$ cat src/rtl/swr_pkg.sv
package swr_pkg;

    typedef enum logic [2:0] {
        ST_IDLE,
        ST_BRK,
        ST_CMD,
        ST_WDAT,
        ST_TURN,
        ST_TX
    } swr_state_e;

    localparam int NUM_RW = 5;

    // writable register addresses; index 0..4 = count high, id, capacity, filter, threshold
    localparam logic [NUM_RW-1:0][6:0] RW_ADDR = {7'h0C, 7'h0A, 7'h05, 7'h04, 7'h03};
    localparam logic [NUM_RW-1:0][7:0] RW_INIT = {8'h70, 8'h96, 8'h00, 8'h00, 8'h00};

    localparam logic [6:0] A_FLAGS  = 7'h01;
    localparam logic [6:0] A_TEMP   = 7'h02;
    localparam logic [6:0] A_CNTLO  = 7'h17;
    localparam logic [6:0] A_RESET  = 7'h39;
    localparam logic [7:0] RESET_KEY = 8'h80;

endpackage

$ cat src/rtl/swr_rx_filter.sv
module swr_rx_filter #(
    parameter int FILT_LEN = 3
) (
    input  logic clk,
    input  logic rst_n,
    input  logic pin_i,
    output logic line_o,
    output logic fall_o
);
    localparam int CW = $clog2(FILT_LEN + 1);
    localparam logic [CW-1:0] CNT_END = CW'(FILT_LEN - 1);

    typedef struct packed {
        logic          s1;
        logic          s2;
        logic          line;
        logic          prev;
        logic [CW-1:0] cnt;
    } filt_t;

    filt_t q, d;

    always_comb begin
        d      = q;
        d.s1   = pin_i;
        d.s2   = q.s1;
        d.prev = q.line;
        if (q.s2 != q.line) begin
            if (q.cnt == CNT_END) begin
                d.line = q.s2;
                d.cnt  = '0;
            end else begin
                d.cnt = q.cnt + 1'b1;
            end
        end else begin
            d.cnt = '0;
        end
    end

    always_ff @(posedge clk or negedge rst_n) begin
        if (!rst_n) begin
            q <= '{s1: 1'b1, s2: 1'b1, line: 1'b1, prev: 1'b1, cnt: '0};
        end else begin
            q <= d;
        end
    end

    assign line_o = q.line;
    assign fall_o = q.prev & ~q.line;

endmodule

$ cat src/rtl/swr_regs.sv
module swr_regs
    import swr_pkg::*;
(
    input  logic                     clk,
    input  logic                     rst_n,
    input  logic                     wr_en,
    input  logic [6:0]               addr,
    input  logic [7:0]               wdata,
    input  logic [7:0]               flags_i,
    input  logic [7:0]               temp_i,
    input  logic [7:0]               cnt_lo_i,
    output logic [7:0]               rdata_o,
    output logic [NUM_RW-1:0][7:0]   rw_o,
    output logic                     soft_rst_o
);
    logic       kill;
    logic       soft_q;
    logic [7:0] rw_q [NUM_RW];
    logic [7:0] rw_d [NUM_RW];

    assign kill = wr_en && (addr == A_RESET) && (wdata == RESET_KEY);

    for (genvar i = 0; i < NUM_RW; i++) begin : g_rw
        always_comb begin
            rw_d[i] = rw_q[i];
            if (kill) begin
                rw_d[i] = RW_INIT[i];
            end else if (wr_en && (addr == RW_ADDR[i])) begin
                rw_d[i] = wdata;
            end
        end

        always_ff @(posedge clk or negedge rst_n) begin
            if (!rst_n) begin
                rw_q[i] <= RW_INIT[i];
            end else begin
                rw_q[i] <= rw_d[i];
            end
        end

        assign rw_o[i] = rw_q[i];
    end

    always_ff @(posedge clk or negedge rst_n) begin
        if (!rst_n) begin
            soft_q <= 1'b0;
        end else begin
            soft_q <= kill;
        end
    end

    always_comb begin
        rdata_o = 8'h00;
        case (addr)
            A_FLAGS: rdata_o = flags_i;
            A_TEMP:  rdata_o = temp_i;
            A_CNTLO: rdata_o = cnt_lo_i;
            default: rdata_o = 8'h00;
        endcase
        for (int k = 0; k < NUM_RW; k++) begin
            if (addr == RW_ADDR[k]) begin
                rdata_o = rw_q[k];
            end
        end
    end

    assign soft_rst_o = soft_q;

endmodule

$ cat src/rtl/swr_slave.sv
module swr_slave
    import swr_pkg::*;
#(
    parameter int UNIT_CYC     = 62500,
    parameter int FILT_LEN     = 3,
    parameter int BRK_UNITS    = 12,
    parameter int REC_UNITS    = 4,
    parameter int SAMPLE_UNITS = 4,
    parameter int TURN_UNITS   = 10,
    parameter int START_UNITS  = 1,
    parameter int HOLD_UNITS   = 6,
    parameter int CELL_UNITS   = 16
) (
    input  logic       clk,
    input  logic       rst_n,
    input  logic       dq_i,
    output logic       dq_oe_o,
    input  logic [7:0] flags_i,
    input  logic [7:0] temp_i,
    input  logic [7:0] cnt_lo_i,
    output logic [7:0] cnt_hi_o,
    output logic [7:0] id_o,
    output logic [7:0] cap_o,
    output logic [7:0] filt_o,
    output logic [7:0] thr_o,
    output logic       soft_rst_o
);
    localparam int BRK_CYC    = BRK_UNITS * UNIT_CYC;
    localparam int REC_CYC    = REC_UNITS * UNIT_CYC;
    localparam int SAMPLE_CYC = SAMPLE_UNITS * UNIT_CYC;
    localparam int TURN_CYC   = TURN_UNITS * UNIT_CYC;
    localparam int START_CYC  = START_UNITS * UNIT_CYC;
    localparam int HOLD_CYC   = HOLD_UNITS * UNIT_CYC;
    localparam int CELL_CYC   = CELL_UNITS * UNIT_CYC;
    localparam int M1   = (BRK_CYC > CELL_CYC) ? BRK_CYC : CELL_CYC;
    localparam int M2   = (TURN_CYC > REC_CYC) ? TURN_CYC : REC_CYC;
    localparam int MAXC = (M1 > M2) ? M1 : M2;
    localparam int TW   = $clog2(MAXC + 2);

    localparam logic [TW-1:0] BRK_END    = TW'(BRK_CYC - 1);
    localparam logic [TW-1:0] BRK_SAT    = TW'(BRK_CYC);
    localparam logic [TW-1:0] REC_END    = TW'(REC_CYC - 1);
    localparam logic [TW-1:0] SAMPLE_END = TW'(SAMPLE_CYC - 1);
    localparam logic [TW-1:0] TURN_END   = TW'(TURN_CYC - 1);
    localparam logic [TW-1:0] CELL_END   = TW'(CELL_CYC - 1);
    localparam logic [TW-1:0] START_LIM  = TW'(START_CYC);
    localparam logic [TW-1:0] HOLD_LIM   = TW'(HOLD_CYC);

    typedef struct packed {
        swr_state_e    st;
        logic [TW-1:0] tmr;
        logic [TW-1:0] lowc;
        logic          armed;
        logic [2:0]    bitn;
        logic [7:0]    sh;
        logic [6:0]    addr;
        logic          oe;
    } slv_t;

    slv_t q, d;

    logic                   line;
    logic                   fall;
    logic                   brk_hit;
    logic                   wr_en;
    logic [7:0]             wr_data;
    logic [7:0]             rdata;
    logic [7:0]             rx_byte;
    logic [NUM_RW-1:0][7:0] rw;
    logic                   tx_busy;

    swr_rx_filter #(.FILT_LEN(FILT_LEN)) u_filt (
        .clk    (clk),
        .rst_n  (rst_n),
        .pin_i  (dq_i),
        .line_o (line),
        .fall_o (fall)
    );

    swr_regs u_regs (
        .clk        (clk),
        .rst_n      (rst_n),
        .wr_en      (wr_en),
        .addr       (q.addr),
        .wdata      (wr_data),
        .flags_i    (flags_i),
        .temp_i     (temp_i),
        .cnt_lo_i   (cnt_lo_i),
        .rdata_o    (rdata),
        .rw_o       (rw),
        .soft_rst_o (soft_rst_o)
    );

    assign rx_byte = {line, q.sh[7:1]};
    assign brk_hit = !line && (q.lowc == BRK_END);

    always_comb begin
        d       = q;
        d.oe    = 1'b0;
        wr_en   = 1'b0;
        wr_data = rx_byte;

        if (!line) begin
            if (q.lowc != BRK_SAT) d.lowc = q.lowc + 1'b1;
        end else begin
            d.lowc = '0;
        end

        case (q.st)
            ST_IDLE: ;
            ST_BRK: begin
                if (line) begin
                    if (q.tmr == REC_END) begin
                        d.st    = ST_CMD;
                        d.tmr   = '0;
                        d.bitn  = '0;
                        d.armed = 1'b0;
                    end else begin
                        d.tmr = q.tmr + 1'b1;
                    end
                end else begin
                    d.tmr = '0;
                end
            end
            ST_CMD, ST_WDAT: begin
                if (!q.armed) begin
                    if (fall) begin
                        d.armed = 1'b1;
                        d.tmr   = '0;
                    end
                end else if (q.tmr == SAMPLE_END) begin
                    d.sh    = rx_byte;
                    d.armed = 1'b0;
                    d.bitn  = q.bitn + 1'b1;
                    if (q.bitn == 3'd7) begin
                        d.bitn = '0;
                        if (q.st == ST_CMD) begin
                            d.addr = rx_byte[6:0];
                            if (rx_byte[7]) begin
                                d.st = ST_WDAT;
                            end else begin
                                d.st  = ST_TURN;
                                d.tmr = '0;
                            end
                        end else begin
                            wr_en = 1'b1;
                            if ((q.addr == A_RESET) && (rx_byte == RESET_KEY)) begin
                                d.st = ST_IDLE;
                            end else begin
                                d.st = ST_CMD;
                            end
                        end
                    end
                end else begin
                    d.tmr = q.tmr + 1'b1;
                end
            end
            ST_TURN: begin
                if (q.tmr == TURN_END) begin
                    d.st   = ST_TX;
                    d.tmr  = '0;
                    d.bitn = '0;
                    d.sh   = rdata;
                end else begin
                    d.tmr = q.tmr + 1'b1;
                end
            end
            ST_TX: begin
                d.oe = (q.tmr < START_LIM) || ((q.tmr < HOLD_LIM) && !q.sh[0]);
                if (q.tmr == CELL_END) begin
                    d.tmr  = '0;
                    d.sh   = {1'b0, q.sh[7:1]};
                    d.bitn = q.bitn + 1'b1;
                    if (q.bitn == 3'd7) begin
                        d.st    = ST_CMD;
                        d.bitn  = '0;
                        d.armed = 1'b0;
                    end
                end else begin
                    d.tmr = q.tmr + 1'b1;
                end
            end
            default: d.st = ST_IDLE;
        endcase

        if (brk_hit) begin
            d.st    = ST_BRK;
            d.tmr   = '0;
            d.bitn  = '0;
            d.armed = 1'b0;
            d.oe    = 1'b0;
            wr_en   = 1'b0;
        end
    end

    always_ff @(posedge clk or negedge rst_n) begin
        if (!rst_n) begin
            q <= '{st: ST_IDLE, tmr: '0, lowc: '0, armed: 1'b0, bitn: '0,
                   sh: '0, addr: '0, oe: 1'b0};
        end else begin
            q <= d;
        end
    end

    assign tx_busy  = (q.st == ST_TX);
    assign dq_oe_o  = q.oe;
    assign cnt_hi_o = rw[0];
    assign id_o     = rw[1];
    assign cap_o    = rw[2];
    assign filt_o   = rw[3];
    assign thr_o    = rw[4];

endmodule

$ cat config.mk
export PLATFORM = sky130hd
export DESIGN_NAME = swr_slave
export DESIGN_NICKNAME = d
export VERILOG_FILES = /design/src/rtl/swr_pkg.sv /design/src/rtl/swr_rx_filter.sv /design/src/rtl/swr_regs.sv /design/src/rtl/swr_slave.sv
export SDC_FILE = /design/constraint.sdc
export NUM_CORES = 1
export LEC_CHECK = 0
export BUFFER_PORTS_ARGS = -buffer_cell sky130_fd_sc_hd__clkbuf_2
export CORE_AREA = 4 4 118 120
export CTS_CLUSTER_DIAMETER = 40
export DETAILED_ROUTE_END_ITERATION = 10
export DIE_AREA = 0 0 122 124
export PLACE_DENSITY = 0.8
export SLEW_MARGIN = 10
export SYNTH_ARGS = -nofsm -noshare
export SYNTH_HDL_FRONTEND = slang
export SYNTH_SLANG_ARGS = --single-unit
$ cat constraint.sdc
create_clock -name clk -period 2.2 [get_ports clk]
set_input_delay 0.33 -clock clk [delete_from_list [all_inputs] [get_ports clk]]
set_output_delay 0.33 -clock clk [all_outputs]
set_load 0.005 [all_outputs]
==> results.md, run 1 <==
- Outcome: complete, but fails checks
- Failing checks: negative setup slack
- Min Tclk post-route: 2.218 ns
- Area Overhead vs Synth: 39.11%
- Critical path depth: 7
- Fill count: 943
- Layout cells sized above 1: 43.93%
- R2R Setup Slk: -0.02 ns
- R2R Path End: q[44]
- CTS Buffer Depth: 2
- Startpoint types: flip-flop
- Final Setup Violations: 6
- Number of synthesized flops with an enable pin: 0
- Hold Vio Cnt, Final: 0
- Flip-flop and latch count after synthesis: 110
- Worst Hold Class: primary input to flip-flop
- Synthesis Warnings: 0
- # rows: 42
- PwrDens: a little under 500 nW/um^2
- Slew Limit Fails: 0
- RSZ-0062 raised after global routing: true
- Root buf cell: clkbuf_16
- Share of the synthesized area in the top cell type: a little under two fifths
- Slowest stage cell, crit path: dfrtp_1
- Max Clock Freq: about 450 MHz
- Setup WS pre-CTS: -0.2387 ns
- Ys async rst share: 100.0%
- Static Leak: roughly 4.2 nW
- Worst Slack Setup Final: -0.01776 ns
- Register area share after synthesis: roughly 41%
- Vias in the first global route: between 6000 and 7000
- Vias per Instance: between 6 and 7
- FF-to-FF path depth: 7
- Dominant cells by area after synthesis: dfrtp_1 37%, mux2_2 7.0%, dfstp_2 4.3%
- Final period util: 100.8%
- Die H: around 120 um
- Die area: about 15000 sq um
- DIE WIDTH: around 120 um
- Multi-input logic area: roughly 4200 sq um
- CTS tree: yes
- ANT nets after route: 0
- GP Congestion: roughly 1.1
- WHS: between 0.05 and 0.06 ns
- Worst path arrival time: 2.47 ns
- Ports: 69
- Worst Setup SP: q[51]
- Commonest non-fill, non-tap cell in the layout: buf_4
- Worst path cell trace: nor4b_4 > nand3_2 > o311ai_4 > a31oi_2 > buf_6 > and2_4 > a22o_1
- Syn_nets: roughly 740
- Top FF cell, synth: dfrtp_1
- Diodes inserted: 0
- Largest stage delay on the critical path: ~0.43 ns
- Drt wl/cell: between 20 and 25 um
- Final net count: 960
- Unique cell type count in the Yosys netlist: 87
- Max-capacitance violation count: 0
- Leading area contributor after synthesis: dfrtp_1
- Initial core utilization: between 50% and 60%
- Global-route wire length before repair: approximately 35000 um
- Mapped Area: between 6000 and 7000 sq um
- GRT Util Overall: approximately 29%
- Clock Latency Late Sink: ~0.36 ns
- Drt pass-1 iters: 6
- Worst Path Max Fanout: 5
- # DRC: 0
- Bufs and invs on worst path: 1
- Clock sink count: 110
- Total gr overflow: 0
- Reg clk slew, reported paths: roughly 0.07 ns
- Crit path max-delay family: compound AO/OA/AOI/OAI gates
- Largest net degree at the start of global routing: a little over 40
- Final wirelength: around 23000 um
- H-tree depth: 3
- Initial antenna violation count: 0
- Slew margin rel.: approximately three fifths
- IO Port Bufs: 68
- Crit path capture: q[44]
- Initial DRC count: between 700 and 800
- Slew @ Worst Pin: 0.5704 ns
- Post-DP HPWL: around 16000 um
- Via count: approximately 6900
- Number of CTS-inserted buffers: 9
- Register Area: between 2000 and 3000 sq um
- Critical Path End Type: flip-flop
- Total core area: 12980 sq um
- Post-Syn Area per Cell: around 9.5 sq um
- WS Path Type: flip-flop to flip-flop
- Worst VDD drop: ~0.36 mV
- Clock skew: approximately 0.011 ns
- Cells after synthesis: 710
- FF-to-FF Start: q[51]
- Commonest non-fill, non-tap cells in the layout: 159 x buf_4, 91 x dfrtp_1, 67 x clkbuf_2
- Worst EP required: approximately 2.5 ns
[worst register-to-register path, stage by stage, from the launching register on]
cell	delay [ns]
dfrtp_1	0.43
nor4b_4	0.39
nand3_2	0.17
o311ai_4	0.37
a31oi_2	0.20
buf_6	0.18
and2_4	0.16
a22o_1	0.22
[flip-flops by register name (all words and copies together) (netlist names)]
name               cells
q                     62
u_regs.rw_o           40
u_filt.q               4
dq_oe_o                1
u_filt.d               1
u_filt.line_o          1
u_regs.soft_rst_o      1
[area by class of cell]
| type | count | share of cell area (%) |
|---|---|---|
| timing repair buffer | 249 | 19.52 |
| multi-input combinational | 535 | 44.52 |
| tap | 176 | 2.356 |
| clock buffer | 10 | 2.450 |
| clock inverter | 6 | 0.6024 |
| inverter | 21 | 0.8434 |
| sequential | 110 | 29.71 |
[stage by stage]
stage	setup TNS (ns)	total power, mW	instance area [sq um]	util (%)	cells
final	-0.03722	4.493	9346	72.01	1107
after CTS	-0.07451	4.363	8698	67.01	1081
after global placement	-8.109	2.734	8220	63.33	1060
after global routing	-1.896	4.654	9346	72.01	1107
after floorplan	-0.02297	2.473	6748	-	710
after detailed placement	-7.724	2.760	8220	63.33	1060
[Yosys cell counts, types with 7 or more instances]
master	instances
mux2_2	42
nand2_1	61
or3_1	9
xor2_1	8
a22o_1	9
nor2_1	55
o21ai_0	38
nand3_1	41
a21oi_1	30
ha_1	7
dfstp_2	11
buf_2	14
nand4_1	13
nor3_1	20
inv_1	19
o22ai_1	9
o31ai_1	10
mux2i_1	7
clkbuf_1	19
and3_1	8
nand2b_1	15
dfrtp_1	99
[routing by layer]
layer	wire length [um]	vias up	GRT usage [%]
li1	-	3093	-
met1	9097	3364	35.52
met2	11400	326	50.66
met3	1380	80	4.360
met4	1166	0	16.67
met5	0	-	0
[cell families after synthesis]
family                     share of synthesized area, %
xor gates and xnor gates                          1.825
buffers and inverters                             4.395
muxes                                             8.082
AOI/OAI and AO/OA                                 17.95
and+or+nand+nor                                   25.27
DFF                                               41.17
adders and majority gates                         1.303
[how the worst min path moves through the flow]
stage               startpoint               to  slack [ns]  cells after the start
floorplan                rst_n          dq_oe_o        0.03                      0
global placement         rst_n  u_regs.rw_o[33]        0.29                      1
detailed placement       rst_n  u_regs.rw_o[33]        0.30                      1
CTS                       dq_i      u_filt.d[4]        0.04                      1
global route              dq_i      u_filt.d[4]        0.05                      1
finish                    dq_i      u_filt.d[4]        0.05                      1
[power by group]
part / leakage (nW) / internal, mW / switching [mW]
Clock: 0.141 / 0.793 / 0.814
Sequential: 1.47 / 2.10 / 0.0657
Combinational: 2.62 / 0.312 / 0.412
[repair_timing]
action	CTS	global route
pin swaps	15	26
setup buffers	2	25
hold endpoints to repair	24	0
gates resized for setup	36	104
setup endpoints to repair	68	75
hold buffers	1	0
cloned	2	1
No activity file was read; power rests on OpenSTA's default activity.
==> run 2: changes to the inputs <==
Settings changed: CORE_AREA 4 4 118 120 to 4 4 119 121, DIE_AREA 0 0 122 124 to 0 0 123 125, SYNTH_HIERARCHICAL set to 1.
==> results.md, run 2 <==
- PwrDens: 480.8 nW/um^2 (about the same)
- Finished Cell Area: 9453 sq um (+1.1%)
- Dominant cells by area after synthesis: dfrtp_1 36%, a22o_1 4.4%, dfstp_2 4.2%
- Min-Delay Path Depth: 1 (unchanged)
- Total gr overflow: 0 (unchanged)
- Critical Path End Type: flip-flop
- Mapped Area: 6842 sq um (+1.8%)
- Vias per Instance: 6.460 (+4.2%)
- Max Clock Freq: 375.8 MHz (-17%)
- Flip-flop and latch count after synthesis: 110 (unchanged)
- Root buf cell: clkbuf_16
- # rows: 42 (unchanged)
- Commonest non-fill, non-tap cells in the layout: 150 x buf_4, 96 x dfrtp_1, 67 x clkbuf_2
- DIE WIDTH: 123 um (+0.82%)
- Syn_nets: 764 (+2.7%)
- Initial core utilization: 52.29% (+0.52 points)
- Top FF cell, synth: dfrtp_1
- H-tree depth: 3 (unchanged)
- Placed Area: 8533 sq um (+3.8%)
- FF-to-FF Start: q[50]
- Diodes inserted: 0 (unchanged)
- Global-route wire length before repair: 36760 um (+6.1%)
- Via count: 7242 (+5.5%)
- Fill count: 938 (-0.53%)
- Die area: 15380 sq um (+1.6%)
- Worst Hold Class: primary input to flip-flop
- Worst VDD drop: 0.4150 mV (+15%)
- CTS Buffer Depth: 2 (unchanged)
- Die H: 125 um (+0.81%)
- Initial antenna violation count: 0 (unchanged)
- Top-count cell post-synth: dfrtp_1
- GP Congestion: 0.9720 (-7.8%)
- Clock sink count: 110 (unchanged)
- Final period util: 121.0% (+20 points)
- Min Tclk post-route: 2.661 ns (+0.4432 ns)
- Number of CTS-inserted buffers: 9 (unchanged)
- CTS tree: yes
- RSZ-0062 raised after global routing: true
- Post-Syn Area per Cell: 9.372 sq um (-0.96%)
- Largest net degree at the start of global routing: 39 (-4.9%)
- Clock skew: 0.01033 ns (-0.0009825 ns)
- Number of synthesized flops with an enable pin: 0 (unchanged)
- Top cells by count, synth: 99 x dfrtp_1, 51 x nor2_1, 50 x nand2_1
- Unique cell type count in the Yosys netlist: 80 (-8.0%)
- TNS Setup: -23.47 ns (-23.43 ns)
- Hold endpoint: u_filt/d[4]
- Drt pass-1 iters: 6 (unchanged)
- Vias in the first global route: 7188 (+8.9%)
- IO Port Bufs: 68 (unchanged)
- Slew Limit Fails: 0 (unchanged)
- Ports: 69 (unchanged)
- WHS: 0.04590 ns (-0.005041 ns)
- Share of the synthesized area in the top cell type: 36.21% (-0.66 points)
- Hold Vio Cnt, Final: 0 (unchanged)
- Cells after synthesis: 730 (+2.8%)
- Slew @ Worst Pin: 0.7229 ns (+0.1525 ns)
- Max-capacitance violation count: 0 (unchanged)
- Commonest non-fill, non-tap cell in the layout: buf_4
- Final total power: 4.545 mW (+1.1%)
- Max reg flops: 62 (unchanged)
- Slew margin rel.: 51.36% (-11 points)
- # DRC: 0 (unchanged)
- WS Path Type: flip-flop to flip-flop
- R2R Setup Slk: -0.46 ns (-0.44 ns)
- Final Setup Violations: 75 (+69)
- Total core area: 13090 sq um (+0.81%)
- GRT Util Overall: 29.98% (+0.51 points)
- Ys async rst share: 100.0% (unchanged)
- Initial DRC count: 880 (+19%)
- Worst path arrival time: 2.92 ns (+0.45 ns)
- Worst Setup SP: q[50]
- Static Leak: 4.131 nW (-2.3%)
- Drt wl/cell: 20.85 um (+0.16%)
- Startpoint types: flip-flop
- R2R Path End: u_regs/rw_o[15]
- Register area share after synthesis: 40.44% (-0.74 points)
- Clock Latency Late Sink: 0.37 ns (about the same)
- Layout cells sized above 1: 40.53% (-3.4 points)
- Worst Path Max Fanout: 5 (unchanged)
- Post-DP HPWL: 16160 um (+0.21%)
- Reg with most FFs: q
- FF-to-FF path depth: 13 (+6)
- Failing checks: negative setup slack
- ANT nets after route: 0 (unchanged)
- Final wirelength: 23380 um (+1.4%)
- Synthesis Warnings: 6 (+6)
- Reg clk slew, reported paths: 0.08 ns (about the same)
- Worst Slack Setup Final: -0.4610 ns (-0.4432 ns)
- Hold_sp: dq_i
- Final net count: 974 (+1.5%)
- Leading area contributor after synthesis: dfrtp_1
- Area Overhead vs Synth: 38.17%
- Setup WS pre-CTS: -0.3500 ns (-0.1113 ns)
- Outcome: complete, but fails checks
- Worst EP required: 2.46 ns (about the same)
-- run 2: cell count changes after synthesis, sizes merged, moves of 7 or more --
cell    previous run  this run
a21oi             30        37
a22o               9        34
buf               26        16
clkbuf            19        31
inv               19        31
mux2              42        25
mux2i              7        18
nand2             62        50
nand2b            15         7
nand3             42        32
nor4               6        23
o21ai             40        28
-- run 2: critical path, cell delays in order (launching register included) --
cell,delay (ns)
dfrtp_2,0.45
nor4_4,0.32
nand4_1,0.17
buf_4,0.18
nor2_4,0.08
nand3_2,0.09
nor3_4,0.20
buf_4,0.17
buf_6,0.14
inv_4,0.04
nor4_4,0.21
buf_4,0.20
mux2i_1,0.22
nor2_1,0.07
-- run 2: cell type report --
| cell class | count | area, sq um | share of cell area (%) |
|---|---|---|---|
| Tap cell | 176 | 220.2 | 2.330 |
| Inverter | 31 | 118.9 | 1.257 |
| Sequential cell | 110 | 2770 | 29.31 |
| Multi-Input combinational cell | 542 | 4209 | 44.53 |
| Clock inverter | 6 | 60.06 | 0.6353 |
| Timing Repair Buffer | 246 | 1836 | 19.42 |
| Clock buffer | 10 | 239.0 | 2.528 |
-- run 2: cells by family after synthesis --
kind of cell             count (synthesis)  share of synthesized area (%)
XOR/XNOR                                14                          1.792
AO/OA/AOI/OAI                          182                          19.22
buffers and inverters                   78                          4.791
AND/OR/NAND/NOR                        296                          25.51
adder cells (fa/ha/maj)                  7                          1.280
flip-flops                             110                          40.44
multiplexers                            43                          6.968
-- run 2: report_power, final --
part / leakage [nW] / switching (mW) / total (mW) / internal [mW]
clock network: 0.147 / 0.836 / 1.67 / 0.829
logic: 2.50 / 0.443 / 0.734 / 0.291
registers: 1.49 / 0.0458 / 2.15 / 2.10
total: 4.13 / 1.32 / 4.54 / 3.22
-- run 2: routing by layer --
metal	up-vias	global-route usage [%]	wire length (um)	part of all wire (%)
li1	3179	-	-	-
met1	3559	36.83	9130	39
met2	395	49.60	11340	49
met3	109	4.517	1624	6.9
met4	0	17.65	1280	5.5
met5	-	0	0	0
-- run 2: worst max path at each step --
| stage | depth (start not counted) | slack [ns] | to |
|---|---|---|---|
| 2_1_floorplan | 10 | -0.39 | u_regs/rw_o[16] |
| 3_3_place_gp | 7 | -0.28 | q[16] |
| 3_5_place_dp | 7 | -0.35 | q[17] |
| 4_1_cts | 8 | -0.35 | q[13] |
| 5_1_grt | 13 | -0.53 | u_regs/rw_o[15] |
| 6_report | 13 | -0.46 | u_regs/rw_o[15] |
-- run 2: stage by stage --
step | std cells | util (%)
after global routing | 1121 | 72.24
final | 1121 | 72.24
after floorplan | 730 | -
after global placement | 1081 | 65.21
after CTS | 1117 | 70.64
after detailed placement | 1081 | 65.21
-- run 2: repair_timing --
item / 4_1_cts / 5_1_grt
hold endpoints to repair: 31 / 0
hold buffers: 1 / 0
pin swaps: 25 / 13
cloned: 2 / 0
buffers inserted: 17 / 7
endpoints found under the setup margin: 73 / 90
gates resized for setup: 64 / 36
